--- config.mk ---
export PLATFORM = sky130hd
export DESIGN_NAME = tstamp_ctr
export DESIGN_NICKNAME = d
export VERILOG_FILES = /design/src/rtl/tsc_pkg.sv /design/src/rtl/tsc_wr_regs.sv /design/src/rtl/tsc_counter.sv /design/src/rtl/tsc_rd_shadow.sv /design/src/rtl/tstamp_ctr.sv
export SDC_FILE = /design/constraint.sdc
export NUM_CORES = 1
export LEC_CHECK = 0
export BUFFER_PORTS_ARGS = -buffer_cell sky130_fd_sc_hd__clkbuf_2
export CAP_MARGIN = 20
export CORE_AREA = 3 3 150 181
export DETAILED_ROUTE_END_ITERATION = 12
export DIE_AREA = 0 0 153 184
export GPL_ROUTABILITY_DRIVEN = 0
export PLACE_DENSITY_LB_ADDON = 0.05
export SLEW_MARGIN = 20
export SYNTH_ARGS = -nofsm -noshare
export SYNTH_HDL_FRONTEND = slang
export SYNTH_HIERARCHICAL = 1
export SYNTH_SLANG_ARGS = --single-unit
--- constraint.sdc ---
create_clock -name clk_i -period 1.96 [get_ports clk_i]
set_input_delay 0 -clock clk_i [delete_from_list [all_inputs] [get_ports clk_i]]
set_output_delay 0 -clock clk_i [all_outputs]
set_load 0.005 [all_outputs]
--- src/rtl/tsc_pkg.sv ---
package tsc_pkg;
  localparam int unsigned WORD_W = 32;
  localparam int unsigned CNT_W  = 2 * WORD_W;
  typedef logic [WORD_W-1:0] word_t;
  typedef logic [CNT_W-1:0]  cnt_t;
endpackage

--- src/rtl/tsc_wr_regs.sv ---
module tsc_wr_regs
  import tsc_pkg::*;
#(
  parameter int unsigned IDX_W  = 6,
  parameter int unsigned LO_IDX = 4,
  parameter int unsigned HI_IDX = 5
) (
  input  logic             clk_i,
  input  logic             rst_ni,
  input  logic             wr_en_i,
  input  logic [IDX_W-1:0] wr_idx_i,
  input  word_t            wr_data_i,
  output word_t            ld_lo_o,
  output logic             reload_o,
  output cnt_t             load_val_o
);
  localparam int unsigned MSB = WORD_W - 1;

  word_t ld_lo_q, ld_hi_q;
  logic  sel_lo, sel_hi;

  assign sel_lo = wr_en_i && (wr_idx_i == IDX_W'(LO_IDX));
  assign sel_hi = wr_en_i && (wr_idx_i == IDX_W'(HI_IDX));

  always_ff @(posedge clk_i or negedge rst_ni) begin
    if (!rst_ni) begin
      ld_lo_q <= '0;
      ld_hi_q <= '0;
    end else begin
      if (sel_lo) ld_lo_q <= wr_data_i;
      if (sel_hi) ld_hi_q <= wr_data_i;
    end
  end

  // falling edge of the arm bit across two upper writes
  assign reload_o   = sel_hi && !wr_data_i[MSB] && ld_hi_q[MSB];
  assign load_val_o = {1'b0, wr_data_i[MSB-1:0], ld_lo_q};
  assign ld_lo_o    = ld_lo_q;
endmodule

--- src/rtl/tsc_counter.sv ---
module tsc_counter
  import tsc_pkg::*;
(
  input  logic clk_i,
  input  logic rst_ni,
  input  logic tick_i,
  input  logic load_i,
  input  cnt_t load_val_i,
  output cnt_t cnt_o
);
  cnt_t cnt_q;

  always_ff @(posedge clk_i or negedge rst_ni) begin
    if (!rst_ni)     cnt_q <= '0;
    else if (load_i) cnt_q <= load_val_i;
    else if (tick_i) cnt_q <= cnt_q + 1'b1;
  end

  assign cnt_o = cnt_q;
endmodule

--- src/rtl/tsc_rd_shadow.sv ---
module tsc_rd_shadow
  import tsc_pkg::*;
(
  input  logic  clk_i,
  input  logic  rst_ni,
  input  logic  rd_lo_i,
  input  logic  rd_hi_i,
  input  word_t live_hi_i,
  output word_t hi_o
);
  word_t shadow_q;
  logic  held_q;

  always_ff @(posedge clk_i or negedge rst_ni) begin
    if (!rst_ni) begin
      shadow_q <= '0;
      held_q   <= 1'b0;
    end else if (rd_lo_i) begin
      shadow_q <= live_hi_i;
      held_q   <= 1'b1;
    end else if (rd_hi_i) begin
      held_q   <= 1'b0;
    end
  end

  assign hi_o = held_q ? shadow_q : live_hi_i;
endmodule

--- src/rtl/tstamp_ctr.sv ---
module tstamp_ctr
  import tsc_pkg::*;
#(
  parameter int unsigned IDX_W  = 6,
  parameter int unsigned LO_IDX = 4,
  parameter int unsigned HI_IDX = 5
) (
  input  logic             clk_i,
  input  logic             rst_ni,
  input  logic             tick_i,
  input  logic             wr_en_i,
  input  logic [IDX_W-1:0] wr_idx_i,
  input  logic [31:0]      wr_data_i,
  input  logic             rd_lo_i,
  input  logic             rd_hi_i,
  output logic [31:0]      cnt_lo_o,
  output logic [31:0]      cnt_hi_o
);
  word_t ld_lo;
  logic  reload;
  cnt_t  load_val;
  cnt_t  cnt;

  tsc_wr_regs #(
    .IDX_W (IDX_W),
    .LO_IDX(LO_IDX),
    .HI_IDX(HI_IDX)
  ) i_wr_regs (
    .clk_i     (clk_i),
    .rst_ni    (rst_ni),
    .wr_en_i   (wr_en_i),
    .wr_idx_i  (wr_idx_i),
    .wr_data_i (wr_data_i),
    .ld_lo_o   (ld_lo),
    .reload_o  (reload),
    .load_val_o(load_val)
  );

  tsc_counter i_counter (
    .clk_i     (clk_i),
    .rst_ni    (rst_ni),
    .tick_i    (tick_i),
    .load_i    (reload),
    .load_val_i(load_val),
    .cnt_o     (cnt)
  );

  tsc_rd_shadow i_rd_shadow (
    .clk_i    (clk_i),
    .rst_ni   (rst_ni),
    .rd_lo_i  (rd_lo_i),
    .rd_hi_i  (rd_hi_i),
    .live_hi_i(cnt[CNT_W-1:WORD_W]),
    .hi_o     (cnt_hi_o)
  );

  assign cnt_lo_o = cnt[WORD_W-1:0];
endmodule

# Word level (Yosys, flattened, before mapping)
# Cells that the tools add are included.
[totals] inputBits=44 register_bits=161 out_inout_bits=64 word_cells=20
[classes] muxes=5 addsub=1 n_eq_ne=2 reduce_logical=7
[ops] op="$mux W64" count=2
[ops] op="$add A64 B1 Y64 const B" count=1
[ops] op="$mux W32" count=1
[ops] op="$eq A6 B3 Y1 const B" count=2
[ops] op="$logic_and A1 B1 Y1" count=4
[ops] op="$reduce_bool A2 Y1" count=2
[ops] op="$mux W1" count=2
[ops] op="$logic_not A1 Y1" count=1

# Longest topological paths before layout
[logic_depth] ltp_word=5 mapped_depth=8 depth_no_buf=6

# Cells and area by module
# Netlist, hierarchy kept.
[modules_own_cells] mod="tsc_counter" seq_area_each_um2=1601.5 n_inst=1 area_per_inst_um2=3748.6 cells_each=422
[modules_own_cells] mod="tsc_rd_shadow" seq_area_each_um2=825.8 n_inst=1 area_per_inst_um2=1918.1 cells_each=107
[modules_own_cells] mod="tsc_wr_regs" seq_area_each_um2=825.8 n_inst=1 area_per_inst_um2=1915.6 cells_each=140

# Worst setup path before layout
# OpenSTA, ideal clock, no wires.
[synth_timing] path_kind="in2reg" start="in wr_idx_i[1]" end="reg i_counter.cnt_q[44], in the netlist i_counter/cnt_o[44]" arrival_time_ns=1.827 setup_time_ns=0.138 n_path_buf=1 setup_slack_ns=-0.005 path_stages=7 t_required_ns=1.822 cell_sequence="nor4b_2 > nand3_1 > nor3b_1 > clkinv_1 > dlygate4sd3_1 > nor2_1 > a31oi_1"
[synth_between] elab_chain_len=5 elab_cells_between_ends=6 cone_classes="eq/ne (1); mux (1); reduce/logical (4)"
[synth_lines] element="start: declaration" line_no="tstamp_ctr.sv:12" text="input logic [IDX_W-1:0] wr_idx_i,"
[synth_lines] element="$eq A6 B3 Y1 *" line_no="tsc_wr_regs.sv:23" text="assign sel_hi = wr_en_i && (wr_idx_i == IDX_W'(HI_IDX));"
[synth_lines] element="$logic_and A1 B1 Y1 *" line_no="tsc_wr_regs.sv:23"
[synth_lines] element="$logic_and A1 B1 Y1 * (2 in a row)" line_no="tsc_wr_regs.sv:36" text="assign reload_o = sel_hi && !wr_data_i[MSB] && ld_hi_q[MSB];"
[synth_lines] element="net reload" line_no="tstamp_ctr.sv:20" text="logic reload;"
[synth_lines] element="$mux W64 / $reduce_bool A2 Y1 (equally long branches)"
[synth_lines] element="end signal: assignment" line_no="tsc_counter.sv:15" text="else if (load_i) cnt_q <= load_val_i;"
[synth_lines] element="end signal: assignment" line_no="tsc_counter.sv:16" text="else if (tick_i) cnt_q <= cnt_q + 1'b1;"
[synth_lines] element="end: declaration" line_no="tsc_counter.sv:11" text="cnt_t cnt_q;"
# The timed path passes the listed nets; every way through them passes the cells marked *.
# A chain may end at the register's enable or synchronous reset.

# Worst setup path after layout
[layout_timing] start="reg i_counter.cnt_q[0], in the netlist i_counter/cnt_o[0]" end="reg i_counter.cnt_q[56], in the netlist i_counter/cnt_o[56]"
[layout_between] elab_chain_len=3
[layout_lines] element="$add A64 B1 Y64" line_no="tsc_counter.sv:16"
[layout_lines] element="$mux W64" line_no="tsc_counter.sv:16"
[layout_lines] element="$mux W64" line_no="tsc_counter.sv:15"
# Every way passes these cells. The select of a mux whose other input is x is not followed.

==> summary.txt <==
Outcome: finished with violations
Failing checks: negative setup slack
Post-route ant nets: 0
Hold Crit Start: wr_idx_i[1]
Yosys warns: 6
Final setup fails: 10
Slack of the worst reg-to-reg path: -0.09 ns
Critical path launch point: i_counter/cnt_o[0]
Sink Count: 130
Vias in the first global route: 5711
Post-route DRC: 0
Nets: 885
Startpoint types: flip-flop
Max Transition Viols Final: 0
Unrepaired setup endpoints after global routing: yes
Hold Crit Class: in2reg
Via density: 4.781
Wire length per cell: 18.12 um
R2R depth: 7
Synth area leaders: dfrtp_1 43%, mux2_4 17%, buf_4 6.5%, o21ai_0 2.6%, xor2_1 2.5%
Initial core utilization: 0.2968
Largest net degree at the start of global routing: 67
Tot GR Track Use: 0.1496
Final setup margin: -0.08653 ns
Most common cell after layout, fill and taps aside: dfrtp_1
Final Cell Area: 0.009773 mm2
Root Driver: clkbuf_16
Netlist Area Pre-Place: 0.007582 mm2
Hold Vio Cnt, Final: 0
Clock transition at path regs: 0.06 ns
Worst Setup EP: i_counter/cnt_o[56]
Placed cell count: 1103
Share of layout cells above drive strength 1: 0.4519
VDD IR max: 545.7 uV
Worst path required time: 2.31 ns
Core area: 0.02554 mm2
Least-Margin Pin Slew: 0.6409 ns
CP max FO: 7
Maxcap violations: 0
Detailed Route WL: 21410 um
Fmax: 488.6 MHz
Total power draw: 7.152 mW
Final Core Density: 0.3826
Initial antenna violation count: 0
Area Overhead vs Synth: 28.89%
Synth top area share: 0.4290
Area of the multi-input gates: 0.003633 mm2
CP most frequent cell: and3_4
Finished Layout Cells: 1182
Flops & latches, synth: 130
Top cell type by total area after synthesis: dfrtp_1
TritonCTS clock tree: built
Minimum clock period: 2.047 ns
LEAKAGE: 4.593 nW
Ports: 108
Synthesized net count: 714
Synth cell types: 51
Worst-Skew Late Latency: 0.42 ns
CTS Buffer Depth: 2
Slew headroom: 0.5728
Mean Syn Cell Area: 11.33 um2
Critical-path top delay cell: or4_1
CP max stage delay: 0.51 ns
Top cell family by delay on the critical path: simple AND/OR/NAND/NOR gates
Synth Flop Type: dfrtp_1
Post-Syn Instances: 669
Fillers: 2515
TritonCTS Buffers: 17
First-pass GRT wire length: 33040 um
Seq/Total Area, Yosys: 0.4290
RR Startpoint: i_counter/cnt_o[0]
Buffers & Inverters on Critical Path: 1
PD cells: 731.8 mW/mm2
Worst Setup End Kind: flip-flop
Die Wd: 153 um
Htree depth: 4
Grt total ovfl: 0
Worst EP arrival: 2.39 ns
Crit path depth: 7
Number of synthesized flops with an enable pin: 0
Clock Skew: 0.01056 ns
First drt pass iteration count: 5
DP Area: 0.008534 mm2
Antenna Cells: 0
Die area: 0.02815 mm2
Crit-path cells: ha_2 > and3_4 > and3_4 > nand4_4 > buf_12 > or4_1 > a31oi_1
HPWL after DPL: 14830 um
Initial drt markers: 270
Crit Path Class: reg2reg
Site Rows: 64
Buffers added on ports: 107
Async SR Flop Fraction: 1.000
Final worst path period share: 1.044
Height of the die: 184 um
Most frequent cells in the layout: 127 x dfrtp_1, 106 x clkbuf_2, 98 x buf_4
Area taken by flip-flops and latches: 0.003257 mm2
Routed vias: 5651
FF-to-FF End: i_counter/cnt_o[56]
[tightest hold or removal path, stage by stage]
cell and delay [ns]:
clkbuf_2 0.08, nor4b_2 0.04, nand3_1 0.15, mux2_2 0.17
[where the power goes]
part / internal (mW) / switching [mW] / total [mW]
clock network: 1.94 / 1.18 / 3.12
logic: 0.584 / 0.427 / 1.01
registers: 2.89 / 0.132 / 3.02
total: 5.41 / 1.74 / 7.15
[registers in the layout (all words and copies together) (netlist names)]
signal	flops
i_rd_shadow/held_q	1
i_wr_regs/ld_lo_o	32
i_counter/cnt_o	64
i_wr_regs/ld_hi_q	1
i_rd_shadow/shadow_q	32
[synthesized netlist by cell type (2+ instances only)]
cell           number
and3_1             12
or3_1               8
buf_1               2
nor4b_2             2
o21ai_0            40
clkbuf_1           14
inv_1               8
nand2_1            51
nor3_1              2
a31oi_1            29
and2_1              4
xor2_1             22
xnor2_1            10
o31ai_1            20
buf_4              66
dfrtp_1           130
nor2_1             35
nand3_1            20
mux2_4             88
nand3_2             2
or4_1              19
nor4_1              2
o31a_1              3
buf_12              9
or2_1               2
dlygate4sd1_1       2
buf_6               6
nand4_1            21
nand4_2             2
mux2_2             11
and4_1              6
nand2b_1            2
[worst min path at each step]
stage / to / slack (ns) / depth (start not counted)
final: i_wr_regs/ld_hi_q[31] / 0.05 / 4
after global routing: i_wr_regs/ld_hi_q[31] / 0.08 / 4
after CTS: i_wr_regs/ld_hi_q[31] / 0.04 / 4
after detailed placement: i_counter/cnt_o[10] / 0.06 / 1
after global placement: i_counter/cnt_o[10] / 0.06 / 1
after floorplan: i_counter/cnt_o[0] / -0.30 / 0
[routing by layer]
metal	track usage	wire length, um	vias to the layer above
met5	0	0	-
met4	0.05490	519	0
met3	0.03202	878	29
met2	0.2365	9872	123
met1	0.2030	10140	2816
li1	-	-	2683
[cell families (layout without fill, tap and decap cells)]
family / after synthesis / in the layout / share of synthesized area
simple gates: 201 / 201 / 0.1497
flops: 130 / 130 / 0.4290
buf+inv: 110 / 293 / 0.1147
mux: 100 / 100 / 0.1919
compound gates: 94 / 94 / 0.07558
xor+xnor: 32 / 32 / 0.03696
fa+ha+maj: 1 / 1 / 0.001650
other cells: 1 / 1 / 0.0004946
[cell type report]
type	count	area share
multi-input combinational	429	0.3718
sequential	130	0.3332
timing repair buffer	253	0.1909
clock buffer	27	0.05351
tap	330	0.04225
clock inverter	4	0.004865
inverter	9	0.003457
[repair_timing]
item / 4_1_cts / 5_1_grt
setup endpoints to repair: 24 / 30
gates cloned: 0 / 2
pin swaps: 5 / 31
gates resized for setup: 10 / 29
hold endpoints to repair: 106 / 0
hold buffers: 36 / 0
buffers inserted: 1 / 10
[stage by stage]
step                      hold WS (ns)  setup TNS (ns)  setup slack (ns)
after floorplan                -0.2956               0           0.01497
after global placement         0.06427         -0.3297          -0.07231
after detailed placement       0.06403         -0.6199          -0.09999
after CTS                      0.03681         -0.5911          -0.09270
after global routing           0.07568          -1.978           -0.1603
final                          0.04995         -0.4592          -0.08653
No activity file was read; power rests on OpenSTA's default activity.
